===== config.mk =====
export PLATFORM = sky130hd
export DESIGN_NAME = proto_port_classifier
export DESIGN_NICKNAME = d
export VERILOG_FILES = /design/src/rtl/pcls_pkg.sv /design/src/rtl/pcls_delay.sv /design/src/rtl/pcls_tag_fifo.sv /design/src/rtl/pcls_parser.sv /design/src/rtl/proto_port_classifier.sv
export SDC_FILE = /design/constraint.sdc
export NUM_CORES = 1
export LEC_CHECK = 0
export CAP_MARGIN = 20
export CORE_AREA = 2 2 252 254
export CTS_BUF_LIST = sky130_fd_sc_hd__clkbuf_16
export CTS_CLUSTER_SIZE = 12
export DETAILED_ROUTE_END_ITERATION = 8
export DIE_AREA = 0 0 254 256
export GPL_TIMING_DRIVEN = 0
export HOLD_SLACK_MARGIN = 0.06
export PLACE_DENSITY_LB_ADDON = 0.15
export SLEW_MARGIN = 0
export SYNTH_ARGS = -nofsm -noshare
export SYNTH_HDL_FRONTEND = slang
export SYNTH_SLANG_ARGS = --single-unit

===== constraint.sdc =====
create_clock -name clk -period 10.3 [get_ports clk]
set_clock_uncertainty 0.15 [all_clocks]
set_input_delay 1.03 -clock clk [delete_from_list [all_inputs] [get_ports clk]]
set_output_delay 1.03 -clock clk [all_outputs]
set_load 0.005 [all_outputs]

===== src/rtl/pcls_pkg.sv =====
package pcls_pkg;

   localparam int BYTE_W = 8;

   localparam logic [7:0] PROTO_ICMP = 8'd1;
   localparam logic [7:0] PROTO_TCP  = 8'd6;
   localparam logic [7:0] PROTO_UDP  = 8'd17;

   typedef struct packed {
      logic              valid;
      logic              sop;
      logic              eop;
      logic [BYTE_W-1:0] data;
   } beat_t;

   typedef struct packed {
      logic to_b;
      logic bad;
   } tag_t;

endpackage


===== src/rtl/pcls_delay.sv =====
module pcls_delay
   import pcls_pkg::*;
#(
   parameter int STAGES = 78
) (
   input  logic  clk,
   input  logic  rst_n,
   input  beat_t din,
   output beat_t dout
);

   generate
      if (STAGES < 1) begin : g_bad_stages
         $error("pcls_delay: STAGES must be at least 1");
      end
   endgenerate

   beat_t pipe [STAGES];

   for (genvar g = 0; g < STAGES; g++) begin : g_stage
      if (g == 0) begin : g_head
         always_ff @(posedge clk or negedge rst_n) begin
            if (!rst_n) pipe[g] <= '0;
            else        pipe[g] <= din;
         end
      end else begin : g_body
         always_ff @(posedge clk or negedge rst_n) begin
            if (!rst_n) pipe[g] <= '0;
            else        pipe[g] <= pipe[g-1];
         end
      end
   end

   assign dout = pipe[STAGES-1];

endmodule


===== src/rtl/pcls_tag_fifo.sv =====
module pcls_tag_fifo #(
   parameter int DEPTH = 128,
   parameter int W     = 2
) (
   input  logic         clk,
   input  logic         rst_n,
   input  logic         push,
   input  logic [W-1:0] wdata,
   input  logic         pop,
   output logic [W-1:0] rdata,
   output logic         empty,
   output logic         full
);

   localparam int AW = (DEPTH > 1) ? $clog2(DEPTH) : 1;

   generate
      if (DEPTH != (1 << AW)) begin : g_bad_depth
         $error("pcls_tag_fifo: DEPTH must be a power of two");
      end
   endgenerate

   logic [W-1:0] mem [DEPTH];
   logic [AW:0]  wr_q, rd_q;

   assign empty = (wr_q == rd_q);
   assign full  = (wr_q[AW] != rd_q[AW]) && (wr_q[AW-1:0] == rd_q[AW-1:0]);
   assign rdata = mem[rd_q[AW-1:0]];

   always_ff @(posedge clk) begin
      if (push) mem[wr_q[AW-1:0]] <= wdata;
   end

   always_ff @(posedge clk or negedge rst_n) begin
      if (!rst_n) begin
         wr_q <= '0;
         rd_q <= '0;
      end else begin
         if (push) wr_q <= wr_q + 1'b1;
         if (pop)  rd_q <= rd_q + 1'b1;
      end
   end


   no_overflow_chk: assert property (@(posedge clk) disable iff (!rst_n)
      push |-> !full);


   no_underflow_chk: assert property (@(posedge clk) disable iff (!rst_n)
      pop |-> !empty);

endmodule


===== src/rtl/pcls_parser.sv =====
module pcls_parser
   import pcls_pkg::*;
#(
   parameter int          ETH_HDR_LEN  = 14,
   parameter logic [15:0] ETHERTYPE_IP = 16'h0800,
   parameter logic [15:0] WEB_PORT     = 16'd80,
   parameter int          IDX_W        = 7
) (
   input  logic  clk,
   input  logic  rst_n,
   input  logic  misc_sel_b,
   input  beat_t ib,
   output logic  dec_push,
   output tag_t  dec_tag
);

   localparam int IDX_ET_HI = ETH_HDR_LEN - 2;
   localparam int IDX_ET_LO = ETH_HDR_LEN - 1;
   localparam int IDX_VIHL  = ETH_HDR_LEN;
   localparam int IDX_PROTO = ETH_HDR_LEN + 9;
   localparam logic [IDX_W-1:0] IDX_MAX = '1;

   generate
      if (ETH_HDR_LEN < 2) begin : g_bad_hdr
         $error("pcls_parser: Ethernet header must hold the EtherType");
      end
      if ((1 << IDX_W) <= ETH_HDR_LEN + 64) begin : g_bad_idx
         $error("pcls_parser: IDX_W too narrow for the deepest port field");
      end
   endgenerate

   logic [IDX_W-1:0] cnt_q, idx, port_lo;
   logic             done_q, open, dec, to_b, bad;
   logic [7:0]       et_hi_q, port_hi_q;
   logic [3:0]       ihl_q;
   logic             tcp_q;

   always_comb begin
      idx     = ib.sop ? '0 : cnt_q;
      open    = ib.valid && (ib.sop || !done_q);
      port_lo = IDX_W'(ETH_HDR_LEN + 3 + 4 * int'(ihl_q));
      dec     = 1'b0;
      to_b    = 1'b1;
      bad     = 1'b0;
      if (open) begin
         if (idx == IDX_W'(IDX_ET_LO)) begin
            if ({et_hi_q, ib.data} != ETHERTYPE_IP) dec = 1'b1;
         end else if (idx == IDX_W'(IDX_VIHL)) begin
            if (ib.data[7:4] != 4'd4) begin
               dec = 1'b1;
            end else if (ib.data[3:0] < 4'd5) begin
               dec = 1'b1;
               bad = 1'b1;
            end
         end else if (idx == IDX_W'(IDX_PROTO)) begin
            if (ib.data == PROTO_ICMP) begin
               dec  = 1'b1;
               to_b = misc_sel_b;
            end else if (ib.data != PROTO_TCP && ib.data != PROTO_UDP) begin
               dec = 1'b1;
            end
         end else if (idx == port_lo) begin
            dec  = 1'b1;
            to_b = tcp_q ? ({port_hi_q, ib.data} != WEB_PORT) : misc_sel_b;
         end
         if (!dec && ib.eop) begin
            dec  = 1'b1;
            to_b = 1'b1;
            bad  = 1'b1;
         end
      end
   end

   assign dec_push     = dec;
   assign dec_tag.to_b = to_b;
   assign dec_tag.bad  = bad;

   always_ff @(posedge clk or negedge rst_n) begin
      if (!rst_n) begin
         cnt_q     <= '0;
         done_q    <= 1'b0;
         et_hi_q   <= '0;
         port_hi_q <= '0;
         ihl_q     <= '0;
         tcp_q     <= 1'b0;
      end else if (ib.valid) begin
         cnt_q  <= (idx == IDX_MAX) ? idx : idx + 1'b1;
         done_q <= (ib.sop ? 1'b0 : done_q) | dec;
         if (idx == IDX_W'(IDX_ET_HI)) et_hi_q <= ib.data;
         if (idx == IDX_W'(IDX_VIHL))  ihl_q   <= ib.data[3:0];
         if (idx == IDX_W'(IDX_PROTO)) tcp_q   <= (ib.data == PROTO_TCP);
         if (idx == port_lo - 1'b1)    port_hi_q <= ib.data;
      end
   end


   last_byte_decides_chk: assert property (@(posedge clk) disable iff (!rst_n)
      (ib.valid && ib.eop && !ib.sop && done_q) |-> !dec_push);

endmodule


===== src/rtl/proto_port_classifier.sv =====
module proto_port_classifier
   import pcls_pkg::*;
#(
   parameter int          ETH_HDR_LEN  = 14,
   parameter logic [15:0] ETHERTYPE_IP = 16'h0800,
   parameter logic [15:0] WEB_PORT     = 16'd80
) (
   input  logic       clk,
   input  logic       rst_n,
   input  logic       misc_sel_b,
   input  logic       in_valid,
   input  logic       in_sop,
   input  logic       in_eop,
   input  logic [7:0] in_data,
   output logic       out_valid,
   output logic       out_sop,
   output logic       out_eop,
   output logic [7:0] out_data,
   output logic [1:0] out_sel,
   output logic       out_malformed
);

   localparam int MAX_IHL   = 15;
   localparam int DLY       = ETH_HDR_LEN + 4 * MAX_IHL + 4;
   localparam int IDX_W     = $clog2(DLY + 1);
   localparam int TAG_DEPTH = 1 << $clog2(DLY + 1);
   localparam int TAG_W     = $bits(tag_t);

   beat_t ib, ob;
   logic  dec_push, pop, empty, full;
   tag_t  dec_tag, head, hold_q, cur;
   logic [TAG_W-1:0] head_raw;

   assign ib = '{valid: in_valid, sop: in_sop, eop: in_eop, data: in_data};

   pcls_parser #(
      .ETH_HDR_LEN (ETH_HDR_LEN),
      .ETHERTYPE_IP(ETHERTYPE_IP),
      .WEB_PORT    (WEB_PORT),
      .IDX_W       (IDX_W)
   ) u_parser (
      .clk       (clk),
      .rst_n     (rst_n),
      .misc_sel_b(misc_sel_b),
      .ib        (ib),
      .dec_push  (dec_push),
      .dec_tag   (dec_tag)
   );

   pcls_delay #(.STAGES(DLY)) u_delay (
      .clk (clk),
      .rst_n(rst_n),
      .din (ib),
      .dout(ob)
   );

   pcls_tag_fifo #(.DEPTH(TAG_DEPTH), .W(TAG_W)) u_tags (
      .clk  (clk),
      .rst_n(rst_n),
      .push (dec_push),
      .wdata(dec_tag),
      .pop  (pop),
      .rdata(head_raw),
      .empty(empty),
      .full (full)
   );

   assign head = tag_t'(head_raw);
   assign pop  = ob.valid && ob.sop;
   assign cur  = pop ? head : hold_q;

   always_ff @(posedge clk or negedge rst_n) begin
      if (!rst_n)                  hold_q <= '0;
      else if (ob.valid && ob.eop) hold_q <= '0;
      else if (pop)                hold_q <= head;
   end

   assign out_valid     = ob.valid;
   assign out_sop       = ob.sop;
   assign out_eop       = ob.eop;
   assign out_data      = ob.data;
   assign out_sel       = !ob.valid ? 2'b00 : (cur.to_b ? 2'b10 : 2'b01);
   assign out_malformed = ob.valid && cur.bad;


   tag_onehot_chk: assert property (@(posedge clk) disable iff (!rst_n)
      out_valid |-> $countones(out_sel) == 1);


   tag_idle_chk: assert property (@(posedge clk) disable iff (!rst_n)
      !out_valid |-> (out_sel == 2'b00) && !out_malformed);


   tag_stable_chk: assert property (@(posedge clk) disable iff (!rst_n)
      (out_valid && !out_sop) |-> $stable(out_sel) && $stable(out_malformed));


   malformed_to_b_chk: assert property (@(posedge clk) disable iff (!rst_n)
      out_malformed |-> out_sel == 2'b10);

endmodule


==> reports/metrics.cfg <==
[status]
outcome = complete, no violations

[layout]
diodes = 0
fin_nets = 1890
layout-drive-gt1-share_pct = 14.4
layoutNonFillerInstCount = 2768
syn_to_final_growth_pct = 14.2

[placed_design]
place_congestion = 0.854
dp_cells = 2602
hpwl_mm = 30.8
port_buffers = 27

[yosys]
syn-instance-count = 1708
yosysWarnings = 0
synth_top_cell_by_area = dfrtp_1
synth.top_cell.area_share_pct = 65.2
synth_seq_cells = 1159
syn_avg_cell_area_sq_um = 20.3
synth_area_leaders = dfrtp_1 65%, edfxtp_1 22%, mux4_2 4.1%
async_flop_share_pct = 77.9
yosysSeqAreaShare_pct = 87.4
synthDistinctLibCells = 54
syn_area_sq_mm = 0.0346
mappedNetlistNets = 1729
synth_enable_flop_cells = 256
synthFlopType = dfrtp_1

[grt]
grt_pass1_wl_mm = 95.5
grt_max_degree = 145
grt_pass1_vias = 16500
antenna_found_initial = 1
grt.overflow.total = 0
track_usage_pct = 19.5

[floorplan]
dieArea_sq_mm = 0.0650
initial_core_util_pct = 55.5
ios = 28
rows = 92
die_x_um = 254
core-area_sq_mm = 0.0624
die_y_um = 256

[clocking]
cts_resized = 0
cts_setup_buffers = 0
cts_hold_buf = 0
clkTransAtPathRegs_ns = 0.06
htree_levels = 3
clk_latency_ns = 0.69
cts-root-buf = clkbuf_16
cts_buffer_depth = 3
clock_sinks = 1159
cts_tree = yes
cts_buffers = 111

[pwr]
p_sw_uw = 1980
pwr-share-comb_pct = 4.0
p_clk_share_pct = 41.1
powerDensity_mw_per_mm2 = 224
p_leak_uw = 0.0170
sequentialPowerShare_pct = 54.9
p_sw_share_pct = 22.3
p_int_uw = 6890
vdd_ir_drop_max_v = 0.000142

[sta]
setup_violations = 0
fmax_mhz = 172
hold_viol_final = 0
worst_pin_slew_ns = 1.08
maxSlewHeadroom_pct = 28.0
layout_min_cycle_time_ns = 5.81
drv_slew = 0
timing.final.crit_share_pct = 56.4
setup_tns_ns = 0
holdWs_ns = 0.182
rsz0062_at_grt = no

[worst_setup_path]
path_common_cell = buf_2
slowest_delay_ns = 0.50
slowest_stage = clkdlybuf4s50_1
crit_arrival_ns = 4.63
critPathMaxFanout = 10
crit_type = reg2out
crit_chain = buf_2 -> buf_2 -> buf_2 -> buf_2 -> mux4_2 -> mux2i_1 -> o22ai_1 -> nor3_1 -> o31ai_1 -> nand3_1 -> and3_1 -> clkdlybuf4s50_1
critPathLaunchType = register
end_kind = output pin
cp_data_required_time_ns = 9.12

[hold_path]
hold_path_class = reg2reg

[routing]
drtIter0Drc = 1434
via_count = 14700
detail_route.wl_per_cell_um = 21.5
drc_errors = 0
ant_nets = 0
vias_per_cell = 5.32
routed_wl_mm = 59.5
dr.pass1.iters = 5

[job]
cap_violations = 0

-- power by group through the flow --
stage	sequential, uW	clock [uW]	combinational (uW)
floorplan	4940	0	154
global placement	4980	0	330
detailed placement	4950	0	352
CTS	4870	3760	356
global route	4880	3950	391
finish	4870	3640	359
-- placed cells by master, fill, tap and decap left out, types with 3 or more instances in the layout --
master	netlist	final
or3_1	5	5
clkbuf_1	23	23
o22ai_1	6	6
buf_2	10	10
clkinv_1	0	8
nor3_1	100	100
or4_1	8	8
clkinv_16	0	4
nand3_1	23	23
clkbuf_16	0	112
nor4_1	7	7
dfrtp_1	903	903
mux2i_1	22	22
nor2b_1	15	15
xnor2_1	10	10
nor4bb_1	3	3
mux4_2	63	63
clkinv_2	0	4
xor2_1	8	8
a21oi_1	5	5
a31oi_1	6	6
nand2_1	41	41
buf_4	26	35
nand2b_1	3	3
buf_1	4	4
nand4_1	6	6
clkdlybuf4s50_1	0	26
buf_6	2	4
a22oi_1	7	7
o31ai_1	3	3
a211oi_1	5	5
ha_1	7	7
buf_16	0	8
edfxtp_1	256	256
nor2_1	59	59
o21ai_0	12	12
inv_1	11	43
mux2_2	21	21
nor4b_1	3	3
-- routing by layer --
metal  GRT usage, %  vias to the layer above  share of wire (%)  wire, um
met5              0                        -              0.013         8
li1               -                     6281                  -         -
met3           4.54                      126                6.1      3650
met1           27.3                     7876                 42     24900
met2           30.4                      451                 49     29100
met4           7.34                        2                3.0      1780
-- path summary, 6_finish.rpt --
kind	start	end	slack, ns	depth (start not counted)
min reg2reg	u_delay.pipe[556]$_DFF_PN0_	u_delay.pipe[545]$_DFF_PN0_	0.18	0
max	u_tags.rd_q[1]$_DFFE_PN0P_	out_sel[0]	4.49	12
min in group asynchronous	rst_n	u_delay.pipe[57]$_DFF_PN0_	0.29	1
max reg2reg	u_tags.rd_q[1]$_DFFE_PN0P_	hold_q[1]$_DFF_PN0_	6.66	11
max in group asynchronous	rst_n	u_delay.pipe[661]$_DFF_PN0_	6.79	6
min	u_delay.pipe[556]$_DFF_PN0_	u_delay.pipe[545]$_DFF_PN0_	0.18	0
-- cells in the mapped netlist, types with 8 or more instances --
cell type and number:
dfrtp_1 903, edfxtp_1 256, nor3_1 100, mux4_2 63, nor2_1 59, nand2_1 41
buf_4 26, clkbuf_1 23, nand3_1 23, mux2i_1 22, mux2_2 21, nor2b_1 15
o21ai_0 12, inv_1 11, buf_2 10, xnor2_1 10, or4_1 8, xor2_1 8
-- state kept, by name, indices dropped and copies added (netlist names) --
signal and count:
u_tags.rd_q 7, u_parser.port_hi_q 8, u_delay.dout 11, u_parser.done_q 1, u_parser.et_hi_q 8, u_parser.ihl_q 4
u_delay.pipe 847, u_parser.tcp_q 1, u_tags.mem 256, hold_q 2, u_parser.cnt_q 7, u_tags.wr_q 7
-- worst max-delay path: cells and delay by family (launching register included) --
kind | cells | cell delay [ns]
buf+inv | 5 | 1.93
flops | 1 | 0.35
compound gates | 2 | 0.26
simple gates | 3 | 0.65
mux | 2 | 0.77
-- cell families after synthesis --
family / share of synthesized area [%]
and+or+nand+nor: 4.15
AOI/OAI and AO/OA: 1.06
xor gates and xnor gates: 0.455
muxes: 5.45
DFF: 87.4
buffers and inverters: 1.19
adders and majority gates: 0.253
-- layout make-up --
type                            count  area [sq um]
Buffer                             65           369
Clock buffer                      112          2800
Clock inverter                     54           403
Fill cell                        4167         22900
Inverter                           11          41.3
Multi-Input combinational cell    473          3950
Sequential cell                  1159         30300
Tap cell                          846          1060
Timing Repair Buffer               48           626
-- metrics by stage --
step	instance area [sq um]	util (%)	worst slack, ns	power [uW]
6_report	39500	63.4	4.49	8870
3_5_place_dp	36300	58.2	5.29	5300
5_1_grt	39500	63.4	4.34	9220
3_3_place_gp	36000	57.6	-28.17	5310
2_1_floorplan	34600	-	1.50	5090
4_1_cts	39500	63.4	4.51	8990
No activity file was read; power rests on OpenSTA's default activity.
